===== config.mk =====
export PLATFORM = sky130hd
export DESIGN_NAME = wide_imm_insert
export DESIGN_NICKNAME = d
export VERILOG_FILES = /design/src/rtl/wide_imm_pkg.sv /design/src/rtl/wide_imm_decode.sv /design/src/rtl/wide_imm_datapath.sv /design/src/rtl/wide_imm_insert.sv
export SDC_FILE = /design/constraint.sdc
export NUM_CORES = 1
export LEC_CHECK = 0
export ABC_AREA = 0
export BUFFER_PORTS_ARGS = -buffer_cell sky130_fd_sc_hd__buf_2
export CORE_ASPECT_RATIO = 1.1
export CORE_MARGIN = 10
export CORE_UTILIZATION = 24
export DETAILED_ROUTE_END_ITERATION = 8
export PLACE_DENSITY_LB_ADDON = 0.12
export SKIP_CTS_REPAIR_TIMING = 1
export SLEW_MARGIN = 20
export SYNTH_ARGS = -nofsm -noshare
export SYNTH_HDL_FRONTEND = slang
export SYNTH_SLANG_ARGS = --single-unit
export TNS_END_PERCENT = 20

===== constraint.sdc =====
create_clock -name clk -period 1 [get_ports clk]
set_input_delay 0.2 -clock clk [delete_from_list [all_inputs] [get_ports clk]]
set_output_delay 0.2 -clock clk [all_outputs]
set_load 0.05 [all_outputs]

===== src/rtl/wide_imm_pkg.sv =====
package wide_imm_pkg;
  localparam int DataW   = 64;
  localparam int ImmW    = 16;
  localparam int OpcW    = 9;
  localparam int RegIdxW = 5;
  localparam int Lanes   = DataW / ImmW;
  localparam int SelW    = $clog2(Lanes);
  localparam int InstrW  = OpcW + SelW + ImmW + RegIdxW;

  localparam logic [OpcW-1:0] ZeroOpc = 9'h1A5;
  localparam logic [OpcW-1:0] KeepOpc = 9'h1E5;

  typedef struct packed {
    logic write;
    logic keep;
  } moveCtl_t;
endpackage


===== src/rtl/wide_imm_decode.sv =====
module wide_imm_decode
  import wide_imm_pkg::*;
#(
  parameter int OPC_W = OpcW,
  parameter int SEL_W = SelW,
  parameter int IMM_W = ImmW,
  parameter int IDX_W = RegIdxW,
  parameter logic [OPC_W-1:0] ZERO_OPC = ZeroOpc,
  parameter logic [OPC_W-1:0] KEEP_OPC = KeepOpc,
  localparam int INSTR_W = OPC_W + SEL_W + IMM_W + IDX_W
) (
  input  logic               clk,
  input  logic               rstN,
  input  logic               instrValid,
  input  logic [INSTR_W-1:0] instrWord,
  output moveCtl_t           ctl,
  output logic [SEL_W-1:0]   laneSel,
  output logic [IMM_W-1:0]   immField,
  output logic [IDX_W-1:0]   dstIdx
);
  localparam int IdxLo = 0;
  localparam int ImmLo = IdxLo + IDX_W;
  localparam int SelLo = ImmLo + IMM_W;
  localparam int OpcLo = SelLo + SEL_W;

  logic [OPC_W-1:0] opcField;
  logic isZero;
  logic isKeep;

  always_comb begin
    opcField = instrWord[OpcLo +: OPC_W];
    laneSel  = instrWord[SelLo +: SEL_W];
    immField = instrWord[ImmLo +: IMM_W];
    dstIdx   = instrWord[IdxLo +: IDX_W];
    isZero   = (opcField == ZERO_OPC);
    isKeep   = (opcField == KEEP_OPC);
    ctl.write = instrValid && (isZero || isKeep);
    ctl.keep  = isKeep;
  end


  foreign_opc_chk: assert property (@(posedge clk) disable iff (!rstN)
    (instrWord[OpcLo +: OPC_W] != ZERO_OPC && instrWord[OpcLo +: OPC_W] != KEEP_OPC) |-> !ctl.write);


  unqualified_chk: assert property (@(posedge clk) disable iff (!rstN)
    !instrValid |-> !ctl.write);
endmodule


===== src/rtl/wide_imm_datapath.sv =====
module wide_imm_datapath
  import wide_imm_pkg::*;
#(
  parameter int DATA_W = DataW,
  parameter int IMM_W  = ImmW,
  parameter int IDX_W  = RegIdxW,
  localparam int LANES = DATA_W / IMM_W,
  localparam int SEL_W = $clog2(LANES)
) (
  input  logic              clk,
  input  logic              rstN,
  input  moveCtl_t          ctl,
  input  logic [SEL_W-1:0]  laneSel,
  input  logic [IMM_W-1:0]  immField,
  input  logic [IDX_W-1:0]  dstIdx,
  input  logic [DATA_W-1:0] oldValue,
  output logic              wrEn,
  output logic [IDX_W-1:0]  wrIdx,
  output logic [DATA_W-1:0] wrData
);
  logic [DATA_W-1:0] selMask;
  logic [DATA_W-1:0] immRep;
  logic [DATA_W-1:0] nextData;

  for (genvar lane = 0; lane < LANES; lane++) begin : g_lane
    assign selMask[lane*IMM_W +: IMM_W] = {IMM_W{laneSel == SEL_W'(lane)}};
    assign immRep[lane*IMM_W +: IMM_W]  = immField;
  end

  always_comb begin
    nextData = immRep & selMask;
    if (ctl.keep) nextData = nextData | (oldValue & ~selMask);
  end

  always_ff @(posedge clk or negedge rstN) begin
    if (!rstN) begin
      wrEn   <= 1'b0;
      wrIdx  <= '0;
      wrData <= '0;
    end else begin
      wrEn <= ctl.write;
      if (ctl.write) begin
        wrIdx  <= dstIdx;
        wrData <= nextData;
      end
    end
  end


  reset_clear_chk: assert property (@(posedge clk)
    !rstN |-> (!wrEn && wrIdx == '0 && wrData == '0));


  write_follow_chk: assert property (@(posedge clk) disable iff (!rstN)
    ctl.write |=> (wrEn && wrIdx == $past(dstIdx)));


  idle_hold_chk: assert property (@(posedge clk) disable iff (!rstN)
    !ctl.write |=> (!wrEn && $stable(wrData) && $stable(wrIdx)));


  zero_fill_chk: assert property (@(posedge clk) disable iff (!rstN)
    (ctl.write && !ctl.keep) |=> ((wrData & ~$past(selMask)) == '0));


  keep_others_chk: assert property (@(posedge clk) disable iff (!rstN)
    (ctl.write && ctl.keep) |=>
      ((wrData & ~$past(selMask)) == ($past(oldValue) & ~$past(selMask))));


  lane_place_chk: assert property (@(posedge clk) disable iff (!rstN)
    ctl.write |=> ((wrData & $past(selMask)) == ($past(immRep) & $past(selMask))));
endmodule


===== src/rtl/wide_imm_insert.sv =====
module wide_imm_insert
  import wide_imm_pkg::*;
#(
  parameter int DATA_W = DataW,
  parameter int IMM_W  = ImmW,
  parameter int OPC_W  = OpcW,
  parameter int IDX_W  = RegIdxW,
  parameter logic [OPC_W-1:0] ZERO_OPC = ZeroOpc,
  parameter logic [OPC_W-1:0] KEEP_OPC = KeepOpc,
  localparam int LANES   = DATA_W / IMM_W,
  localparam int SEL_W   = $clog2(LANES),
  localparam int INSTR_W = OPC_W + SEL_W + IMM_W + IDX_W
) (
  input  logic               clk,
  input  logic               rstN,
  input  logic               instrValid,
  input  logic [INSTR_W-1:0] instrWord,
  input  logic [DATA_W-1:0]  oldValue,
  output logic               wrEn,
  output logic [IDX_W-1:0]   wrIdx,
  output logic [DATA_W-1:0]  wrData
);
  moveCtl_t         ctl;
  logic [SEL_W-1:0] laneSel;
  logic [IMM_W-1:0] immField;
  logic [IDX_W-1:0] dstIdx;

  wide_imm_decode #(
    .OPC_W(OPC_W), .SEL_W(SEL_W), .IMM_W(IMM_W), .IDX_W(IDX_W),
    .ZERO_OPC(ZERO_OPC), .KEEP_OPC(KEEP_OPC)
  ) u_decode (
    .clk(clk), .rstN(rstN), .instrValid(instrValid), .instrWord(instrWord),
    .ctl(ctl), .laneSel(laneSel), .immField(immField), .dstIdx(dstIdx)
  );

  wide_imm_datapath #(
    .DATA_W(DATA_W), .IMM_W(IMM_W), .IDX_W(IDX_W)
  ) u_datapath (
    .clk(clk), .rstN(rstN), .ctl(ctl), .laneSel(laneSel), .immField(immField),
    .dstIdx(dstIdx), .oldValue(oldValue),
    .wrEn(wrEn), .wrIdx(wrIdx), .wrData(wrData)
  );
endmodule


Word level (Yosys, flattened, before mapping)

Index checks and enable logic that the tools add are counted.

Bitwise gates (word level): 4
Muxes and demuxes: 1
Reduce and logical (&&, ||, !) cells: 3
Equality and inequality tests: 5

Operator list:

| kind                                                            | count |
|---|---|
| 64-bit bitwise AND                                              | 2 |
| 64-bit two-way mux                                              | 1 |
| 64-bit NOT                                                      | 1 |
| 64-bit bitwise OR                                               | 1 |
| 9-bit == test, second input constant                            | 2 |
| 2-bit == test, second input constant                            | 2 |
| 2-bit by 1-bit == test with 1-bit output, second input constant | 1 |
| 2-bit logical NOT                                               | 1 |
| 1-bit logical AND                                               | 1 |
| 1-bit logical OR                                                | 1 |

Bits of input ports: 99
Register bits: 70
Output and inout bits: 70
Word-level logic and storage cells: 16

Depth between registers and ports, before layout

Gate-level depths: netlist (run 1).

Depth in word-level cells: 5
Gate-level depth with buffers: 5
Depth with buffers taken out: 3

Cells and area by module

A second synthesis (run 1) with hierarchy kept.

Cells, all modules: 371
Area total of the unflattened synthesis: 3,674.8 sq um

By module, submodules not included:

| module            | times used | sequential area each (sq um) | cells each | area each (sq um) |
|---|---|---|---|---|
| wide_imm_datapath | 1          | 1,751.7                      | 341        | 3,442.1 |
| wide_imm_decode   | 1          | 0.0                          | 30         | 232.7 |

Worst setup path before layout (run 1)

OpenSTA, ideal clock, no wires.

Kind: input to register
From: input instrWord[24]
To: register u_datapath.wrData[15]
Data required time: 0.873 ns
Path buffers: 2
Setup time: 0.127 ns
Arrival: 1.243 ns
Stages: 5
Setup slack: -0.370 ns
Cell sequence: nand4b_1 > nor4_2 > buf_4 > buf_12 > mux2_1

Longest elaborated chain between the ends: 3
Elaborated cells on any way between the ends: 5
Those cells by class: eq/ne: 2; mux: 1; reduce/logical: 2

RTL lines:

| element                          | RTL line                                     | source |
|---|---|---|
| start: declaration               | wide_imm_insert.sv:17                        | `input logic [INSTR_W-1:0] instrWord,` |
| 9-bit == test (on tied branches) | wide_imm_decode.sv:35, wide_imm_decode.sv:36 |  |
| 1-bit logical OR                 | wide_imm_decode.sv:37                        | `ctl.write = instrValid && (isZero \|\| isKeep);` |
| 1-bit logical AND                | wide_imm_decode.sv:37                        |  |
| end signal: assignment           | wide_imm_datapath.sv:44                      | `wrData <= nextData;` |
| end: declaration                 | wide_imm_datapath.sv:19                      | `output logic [DATA_W-1:0] wrData` |

Several ways; a longest one is shown, not always the timed one.
A chain may end at the register's enable or synchronous reset.

Worst setup path after layout (run 1)

From: input instrWord[24]
To: register u_datapath.wrData[4]

Same word-level chain as after synthesis.

==> results_dict.tcl, run 1 <==
set metrics [dict create \
    gp_congestion 0.776 \
    failed_checks "setup timing" \
    dp_hpwl_um 11900 \
    drt-wirelength-per-cell_um 21.6 \
    fin_crit_ps 1290 \
    ctsLongestPathBuffers 2 \
    start_kind "input pin" \
    die_h_um 154 \
    ys_async_sr_fraction_pct 100 \
    antenna_found_initial 1 \
    grtUsageTotal_pct 13.7 \
    synth_cell_types 21 \
    grt_pass1_vias 3679 \
    worstHoldStart "instrWord[2]" \
    r2r_cells 1 \
    initial_core_util_pct 24.7 \
    dieArea_um2 21800 \
    ys_top_cells_by_area "dfrtp_1 45%, mux2i_1 12%, a31oi_1 7.7%" \
    max-slew-margin-rel_pct 83.0 \
    worstReg2RegStart "u_datapath.wrData[15]" \
    p_leak_uw 0.00306 \
    ys_warn_count 0 \
    worstSetupPathType "input pin to register" \
    critPathCapture "u_datapath.wrData[4]" \
    ys_ff_latch 70 \
    numClockSinks 70 \
    synthCells 359 \
    clock_latency_ps 330 \
    synth-main-ff-cell "dfrtp_1" \
    final_cells 749 \
    rsz0062_at_grt "true" \
    wirelength_um 16200 \
    syn_to_final_growth_pct 56.9 \
    cp_max_fo 7 \
    finalCritPeriodShare_pct 129 \
    syn_nets 458 \
    drv_cap 0 \
    numCtsBuffers 9 \
    drt-pass1-iter-count 4 \
    grt_pass1_wl_um 22900 \
    hp-class "input pin to register" \
    core_region_area_um2 15900 \
    clock-skew-final_ps 0 \
    drtIter0Drc 188 \
    yosysTopAreaCellShare_pct 44.7 \
    via_count 3469 \
    avgViaCountPerCell 4.63 \
    overflow 0 \
    max_freq_mhz 776 \
    fin_ws_ps -289 \
    reg2reg_slack_ps 190 \
    fp-row-count 48 \
    synth_area_um2 3920 \
    p_total_uw 8760 \
    drc 0 \
    layout-drive-gt1-share_pct 44.5 \
    irDropWorstVdd_mv 0.856 \
    ios 169 \
    synth_top_area_cell "dfrtp_1" \
    worstMarginPinSlew_ps 254 \
    hold_viol 0 \
    synthTopCellsByCount "70 x dfrtp_1, 49 x inv_1, 48 x a31oi_1, 48 x mux2i_1, 33 x and3b_1" \
    end_kind "register" \
    avgSynthCellArea_um2 10.9 \
    htreeDepth 3 \
    cp.required_ps 1210 \
    synth_edf_count 0 \
    drv_slew 0 \
    dp.cells 723 \
    cts-root-buf "clkbuf_16" \
    power_density_nw_per_um2 1430 \
    setup_viol 139 \
    dieWidth_um 142 \
    clk_pin_slew_ps 60 \
    cp.arrival_ps 1500 \
    antenna_left 0 \
    port_buffers 168 \
    grt_max_degree 49 \
    timing.rr.end "u_datapath.wrData[15]" \
    crit_start "instrWord[24]" \
    fin_nets 642 \
    cts_tree "done" \
    seq_area_frac_synth_pct 44.7 \
    run_status "finished with violations" \
    synth_most_common_cell "dfrtp_1" \
]
worst min path at each step:
stage / to / slack (ps) / depth (start not counted)
finish: u_datapath.wrIdx[2] / 90 / 2
global route: u_datapath.wrIdx[3] / 90 / 2
CTS: u_datapath.wrData[38] / -270 / 1
detailed placement: u_datapath.wrData[38] / 90 / 1
global placement: u_datapath.wrData[38] / 90 / 1
floorplan: u_datapath.wrData[0] / -100 / 0
state kept, by name, indices dropped and copies added, names as in the netlist:
| name | count |
|---|---|
| u_datapath.wrIdx | 5 |
| u_datapath.wrData | 64 |
| u_datapath.wrEn | 1 |
cell usage in the layout, fill, tap and decap left out, types with 2 or more instances in the layout:
master and n:
dfrtp_1 70, buf_12 11, buf_6 73, nand2b_1 2
mux2i_1 48, mux2_4 20, o21ai_0 16, and3b_1 32
bufinv_16 2, nand3b_1 2, and3_1 16, clkbuf_8 2
inv_1 49, clkbuf_16 13, buf_2 96, buf_16 2
buf_4 18, a31oi_1 48, o2bb2ai_1 16, buf_8 2
cells by family (layout without fill, tap and decap cells):
kind of cell	Yosys count	after routing	share of synthesized area [%]
other cells	0	1	0
mux	69	69	20.2
flops	70	70	44.7
buf+inv	83	272	10.4
simple gates	57	57	11.4
compound gates	80	80	13.3
area by class of cell:
class | count | area [um2]
clock buffer | 11 | 253
fill | 1620 | 9710
tap | 200 | 250
clock inverter | 5 | 81.3
inverter | 49 | 184
multi-input combinational | 206 | 1770
antenna | 1 | 2.50
timing repair buffer | 207 | 1850
sequential | 70 | 1750
power breakdown:
part | switching (uW) | internal [uW]
Combinational | 1220 | 794
Clock | 1290 | 2320
Sequential | 137 | 3000
worst max-delay path: stages:
cell and delay (ps):
buf_6 90, nand4b_1 210, nor4_4 270, buf_4 170
buf_4 120, buf_8 140, mux2_4 300
per-layer routing:
metal	share of wire, %	track usage, %	wire (um)	up-vias
met2	48	22.4	7800	116
met5	0	0	0	-
met3	6.5	3.97	1050	7
met1	44	17.3	7170	1696
li1	-	-	-	1650
met4	0.86	3.65	139	0
through the flow:
step,TNS (ps),setup WS [ps],util (%),instance area [um2],hold WS (ps)
6_report,-22190,-289,38.7,6140,92.8
5_1_grt,-29010,-344,38.7,6140,87.2
3_5_place_dp,-40600,-636,32.7,5180,85.5
4_1_cts,-28630,-284,34.8,5520,-273
2_1_floorplan,-17430,-370,-,3920,-95.6
3_3_place_gp,-38170,-580,32.7,5180,86.4
No activity file was read; power rests on OpenSTA's default activity.
==> inputs of run 2 (changes only) <==
--- a/config.mk
+++ b/config.mk
@@ -9,7 +9,7 @@
 export BUFFER_PORTS_ARGS = -buffer_cell sky130_fd_sc_hd__buf_2
 export CORE_ASPECT_RATIO = 1.1
 export CORE_MARGIN = 10
-export CORE_UTILIZATION = 24
+export CORE_UTILIZATION = 48
 export DETAILED_ROUTE_END_ITERATION = 8
 export PLACE_DENSITY_LB_ADDON = 0.12
 export SKIP_CTS_REPAIR_TIMING = 1
==> run 2 against run 1 <==
Compared with the run above:
- the run still ends with setup timing left
- fmax shrank 6.4%
- clock skew is the same
- clock power shrank 37%
- routed wire length shrank 14%
- critical path depth is the same
- die area shrank 44%
- via count grew 3.3%
- largest cell class is now multi-input combinational cells
- highest routed layer unchanged
==> results_dict.tcl, run 2 (synthesis gave the netlist of run 1 again) <==
set metrics [dict create \
    switchingPower_uw 2410 \
    p_int_uw 4970 \
    drtIter0Drc 159 \
    worst-path-stages 7 \
    numCtsBuffers 9 \
    grt_pass1_vias 3761 \
    cp_max_fo 7 \
    rsz0062_at_grt "true" \
    r2r_cells 1 \
    hold_depth 2 \
    cts-root-buf "clkbuf_8" \
    fp-row-count 34 \
    dp_hpwl_um 9740 \
    power_frac_seq_pct 42.4 \
    worstReg2RegStart "u_datapath.wrData[0]" \
    slowest_delay_ps 360 \
    cts_tree "done" \
    final_area_um2 5800 \
    fin_nets 643 \
    crit_slowest_cell "nor4_4" \
    clk_pin_slew_ps 80 \
    dieArea_um2 12200 \
    drt-wirelength-per-cell_um 21.2 \
    max-slew-margin-rel_pct 55.0 \
    gp_congestion 0.789 \
    p_comb_share_pct 26.6 \
    final.fill_count 577 \
    grt_pass1_wl_um 20100 \
    final_cells 656 \
    fin_crit_ps 1380 \
    dieWidth_um 106 \
    clock_latency_ps 340 \
    cp.required_ps 1230 \
    cp_num_buf_inv 4 \
    failed_checks "setup timing" \
    postPlaceCellArea_um2 5000 \
    drv_cap 0 \
    irDropWorstVdd_mv 0.682 \
    hold_viol 0 \
    drc 0 \
    crit_start "instrWord[24]" \
    top_regs "u_datapath.wrData (64), u_datapath.wrIdx (5), u_datapath.wrEn (1)" \
    run_status "finished with violations" \
    end_kind "register" \
    regMostFlops "u_datapath.wrData" \
    max_freq_mhz 726 \
    htreeDepth 3 \
    ios 169 \
    power_density_nw_per_um2 1270 \
    port_buffers 168 \
    p_total_uw 7380 \
    grtUsageTotal_pct 21.0 \
    pwr-share-clk_pct 31.0 \
    initial_core_util_pct 49.5 \
    p_sw_share_pct 32.6 \
    largest_reg_flops 64 \
    cp.arrival_ps 1610 \
    overflow 0 \
    start_kind "input pin" \
    avgViaCountPerCell 5.46 \
    wirelength_um 13900 \
    layout-drive-gt1-share_pct 44.7 \
    drv_slew 0 \
    worstSetupPathType "input pin to register" \
    fin_util_pct 73.3 \
    antenna_left 0 \
    worstHoldStart "instrWord[3]" \
    final_common_cell "buf_2" \
    final_cell_mix "96 x buf_2, 72 x buf_6, 70 x dfrtp_1" \
    ctsLongestPathBuffers 2 \
    setup_viol 140 \
    core_region_area_um2 7910 \
    p_leak_uw 0.00297 \
    antenna_found_initial 0 \
    critPathTopFamily "simple AND/OR/NAND/NOR gates" \
    grt_max_degree 35 \
    via_count 3584 \
    tns_ps -26680 \
    finalCritPeriodShare_pct 138 \
    path_common_cell "buf_4" \
    syn_to_final_growth_pct 48.1 \
    numClockSinks 70 \
    die_h_um 115 \
    worstMarginPinSlew_ps 675 \
    drt-pass1-iter-count 4 \
    n_antenna_cell 0 \
    dp.cells 627 \
    fin_ws_ps -377 \
    clock-skew-final_ps 0 \
    path_cells "buf_6 -> nand4b_1 -> nor4_4 -> buf_4 -> clkbuf_16 -> buf_4 -> mux2_4" \
    hp-class "input pin to register" \
]
## run 2: layout make-up
| cell class | count | area, um2 | share of cell area [%] |
|---|---|---|---|
| inverters | 49 | 184 | 3.17 |
| multi-input cells | 206 | 1770 | 30.6 |
| repair buffers | 208 | 1770 | 30.5 |
| clock inverters | 4 | 47.5 | 0.820 |
| well taps | 108 | 135 | 2.33 |
| clock buffers | 11 | 141 | 2.44 |
| flip-flops and latches | 70 | 1750 | 30.2 |
## run 2: path summary, 6_finish.rpt
check / end / slack (ps)
max: u_datapath.wrIdx[0] / -380
min: u_datapath.wrIdx[3] / 90
max reg2reg: u_datapath.wrData[0] / 180
min reg2reg: u_datapath.wrData[15] / 520
max in group asynchronous: u_datapath.wrData[51] / 320
min in group asynchronous: u_datapath.wrData[9] / 260
## run 2: per-layer routing
layer	GRT usage [%]	up-vias	part of all wire (%)
met5	0	-	0
met4	7.14	0	2.5
met3	5.99	21	8.9
met2	33.6	169	48
met1	26.7	1748	41
li1	-	1646	-
## run 2: power groups by stage
stage	combinational (uW)	clock [uW]	sequential [uW]
global route	2090	2460	3150
detailed placement	1750	0	3140
global placement	1730	0	3140
floorplan	446	0	3730
CTS	1750	2290	3090
finish	1960	2280	3130
## run 2: stage by stage
| stage | hold slack [ps] | setup WS [ps] |
|---|---|---|
| 6_report | 88.1 | -377 |
| 5_1_grt | 76.7 | -428 |
| 4_1_cts | -287 | -313 |
| 3_5_place_dp | 83.5 | -647 |
| 3_3_place_gp | 84.0 | -581 |
| 2_1_floorplan | -95.6 | -370 |
==> inputs of run 3 (changes only) <==
==> constraint.sdc (replaced) <==
create_clock -name clk -period 1.3 [get_ports clk]
set_input_delay 0.26 -clock clk [delete_from_list [all_inputs] [get_ports clk]]
set_output_delay 0.26 -clock clk [all_outputs]
set_load 0.05 [all_outputs]
==> run 3 against run 2 <==
Compared with the run above:
- the run still ends with setup timing left
- core utilization fell by 5.7 points
- via count decreased by 1.4%
- clock power is 13% lower
- critical path type unchanged
- largest cell class unchanged
- largest power group unchanged
- highest routed layer unchanged
==> results_dict.tcl, run 3 (synthesis gave the netlist of run 1 again) <==
set metrics [dict create \
    place_ws_ps -434 \
    failed_checks "setup timing" \
    cts_tree "done" \
    max-slew-margin-rel_pct 55.0 \
    final_cell_mix "160 x buf_2, 70 x dfrtp_1, 49 x inv_1" \
    drv_slew 0 \
    syn_to_final_growth_pct 36.6 \
    drv_cap 0 \
    n_antenna_cell 0 \
    slowest_delay_ps 320 \
    irDropWorstVdd_mv 0.575 \
    final_area_um2 5350 \
    core_region_area_um2 7910 \
    clock-skew-final_ps 0 \
    drt-pass1-iter-count 4 \
    path_cells "buf_6 -> nand4b_1 -> nor4_4 -> buf_4 -> clkbuf_16 -> buf_12 -> mux2_4" \
    p_int_uw 3830 \
    initial_core_util_pct 49.5 \
    pwr-share-clk_pct 34.7 \
    p_comb_share_pct 23.7 \
    ios 169 \
    numCtsBuffers 9 \
    worstMarginPinSlew_ps 674 \
    whs_ps 130 \
    rsz0062_at_grt "true" \
    drtIter0Drc 123 \
    ctsLongestPathBuffers 2 \
    setup_viol 38 \
    overflow 0 \
    die_h_um 115 \
    p_sw_share_pct 33.0 \
    power_frac_seq_pct 41.6 \
    drt-wirelength-per-cell_um 20.8 \
    layout-drive-gt1-share_pct 44.1 \
    cp_num_buf_inv 4 \
    p_leak_uw 0.00277 \
    fp-row-count 34 \
    fin_crit_ps 1400 \
    final_common_cell "buf_2" \
    numClockSinks 70 \
    cp.required_ps 1530 \
    crit_slowest_cell "nor4_4" \
    drc 0 \
    clk_pin_slew_ps 90 \
    avgViaCountPerCell 5.44 \
    postPlaceCellArea_um2 4990 \
    power_density_nw_per_um2 1070 \
    switchingPower_uw 1880 \
    cp_max_fo 5 \
    regMostFlops "u_datapath.wrData" \
    largest_reg_flops 64 \
    hp-class "input pin to register" \
    cts-root-buf "clkbuf_8" \
    worstSetupPathType "input pin to register" \
    fin_util_pct 67.6 \
    top_regs "u_datapath.wrData (64), u_datapath.wrIdx (5), u_datapath.wrEn (1)" \
    dieWidth_um 106 \
    fin_ws_ps -105 \
    p_total_uw 5710 \
    htreeDepth 3 \
    grt_pass1_vias 3696 \
    antenna_found_initial 0 \
    cp.arrival_ps 1640 \
    hold_viol 0 \
    port_buffers 168 \
    wirelength_um 13500 \
    end_kind "register" \
    grt_max_degree 35 \
    gp_congestion 0.818 \
    finalCritPeriodShare_pct 108 \
    grt_pass1_wl_um 20100 \
    start_kind "input pin" \
    dieArea_um2 12200 \
    clock_latency_ps 340 \
    max_freq_mhz 712 \
    fin_nets 636 \
    grtUsageTotal_pct 20.9 \
    critPathTopFamily "buffers and inverters" \
    run_status "finished with violations" \
    via_count 3534 \
    dp_hpwl_um 9750 \
    antenna_left 0 \
]
## run 3: cell types whose count changed in the layout (fill, tap and decap cells not counted), moves of 3 or more
| cell | delta |
|---|---|
| clkbuf_4 | +6 |
| buf_2 | +64 |
| buf_6 | -70 |
| buf_4 | -7 |
| clkinv_4 | +3 |
## run 3: path summary, 6_finish.rpt
check                                            from               endpoint  slack (ps)  cells past startpoint
worst min register to register  u_datapath.wrData[15]  u_datapath.wrData[15]         490                      1
max in group asynchronous                        rstN  u_datapath.wrData[30]         530                      3
worst max register to register   u_datapath.wrData[6]   u_datapath.wrData[6]         490                      1
min in group asynchronous                        rstN    u_datapath.wrIdx[4]         300                      2
worst max-delay path                    instrWord[24]  u_datapath.wrData[10]        -100                      7
worst min-delay path                     instrWord[3]    u_datapath.wrIdx[3]         130                      2
## run 3: layer usage
layer	up-vias	GRT usage (%)	part of all wire, %
met5	-	0	0
met4	0	7.41	2.0
met3	20	7.11	8.9
met2	160	34.0	49
met1	1718	25.3	40
li1	1636	-	-
## run 3: power groups by stage
stage	Combinational (uW)	Clock, uW	Sequential, uW
6_report	1350	1980	2370
5_1_grt	1440	2100	2390
4_1_cts	1350	1990	2370
3_5_place_dp	1340	0	2410
3_3_place_gp	1330	0	2410
2_1_floorplan	343	0	2870
## run 3: through the flow
stage	setup TNS [ps]	cells
floorplan	-2470	359
global placement	-20750	626
detailed placement	-23590	626
CTS	-652	642
global route	-5030	650
finish	-1840	650
## run 3: layout make-up
cell class | instances | area, um2
flip-flops and latches | 70 | 1750
repair buffers | 201 | 1290
inverters | 49 | 184
well taps | 108 | 135
fillers | 650 | 2560
clock buffers | 9 | 124
clock inverters | 7 | 98.8
multi-input cells | 206 | 1770
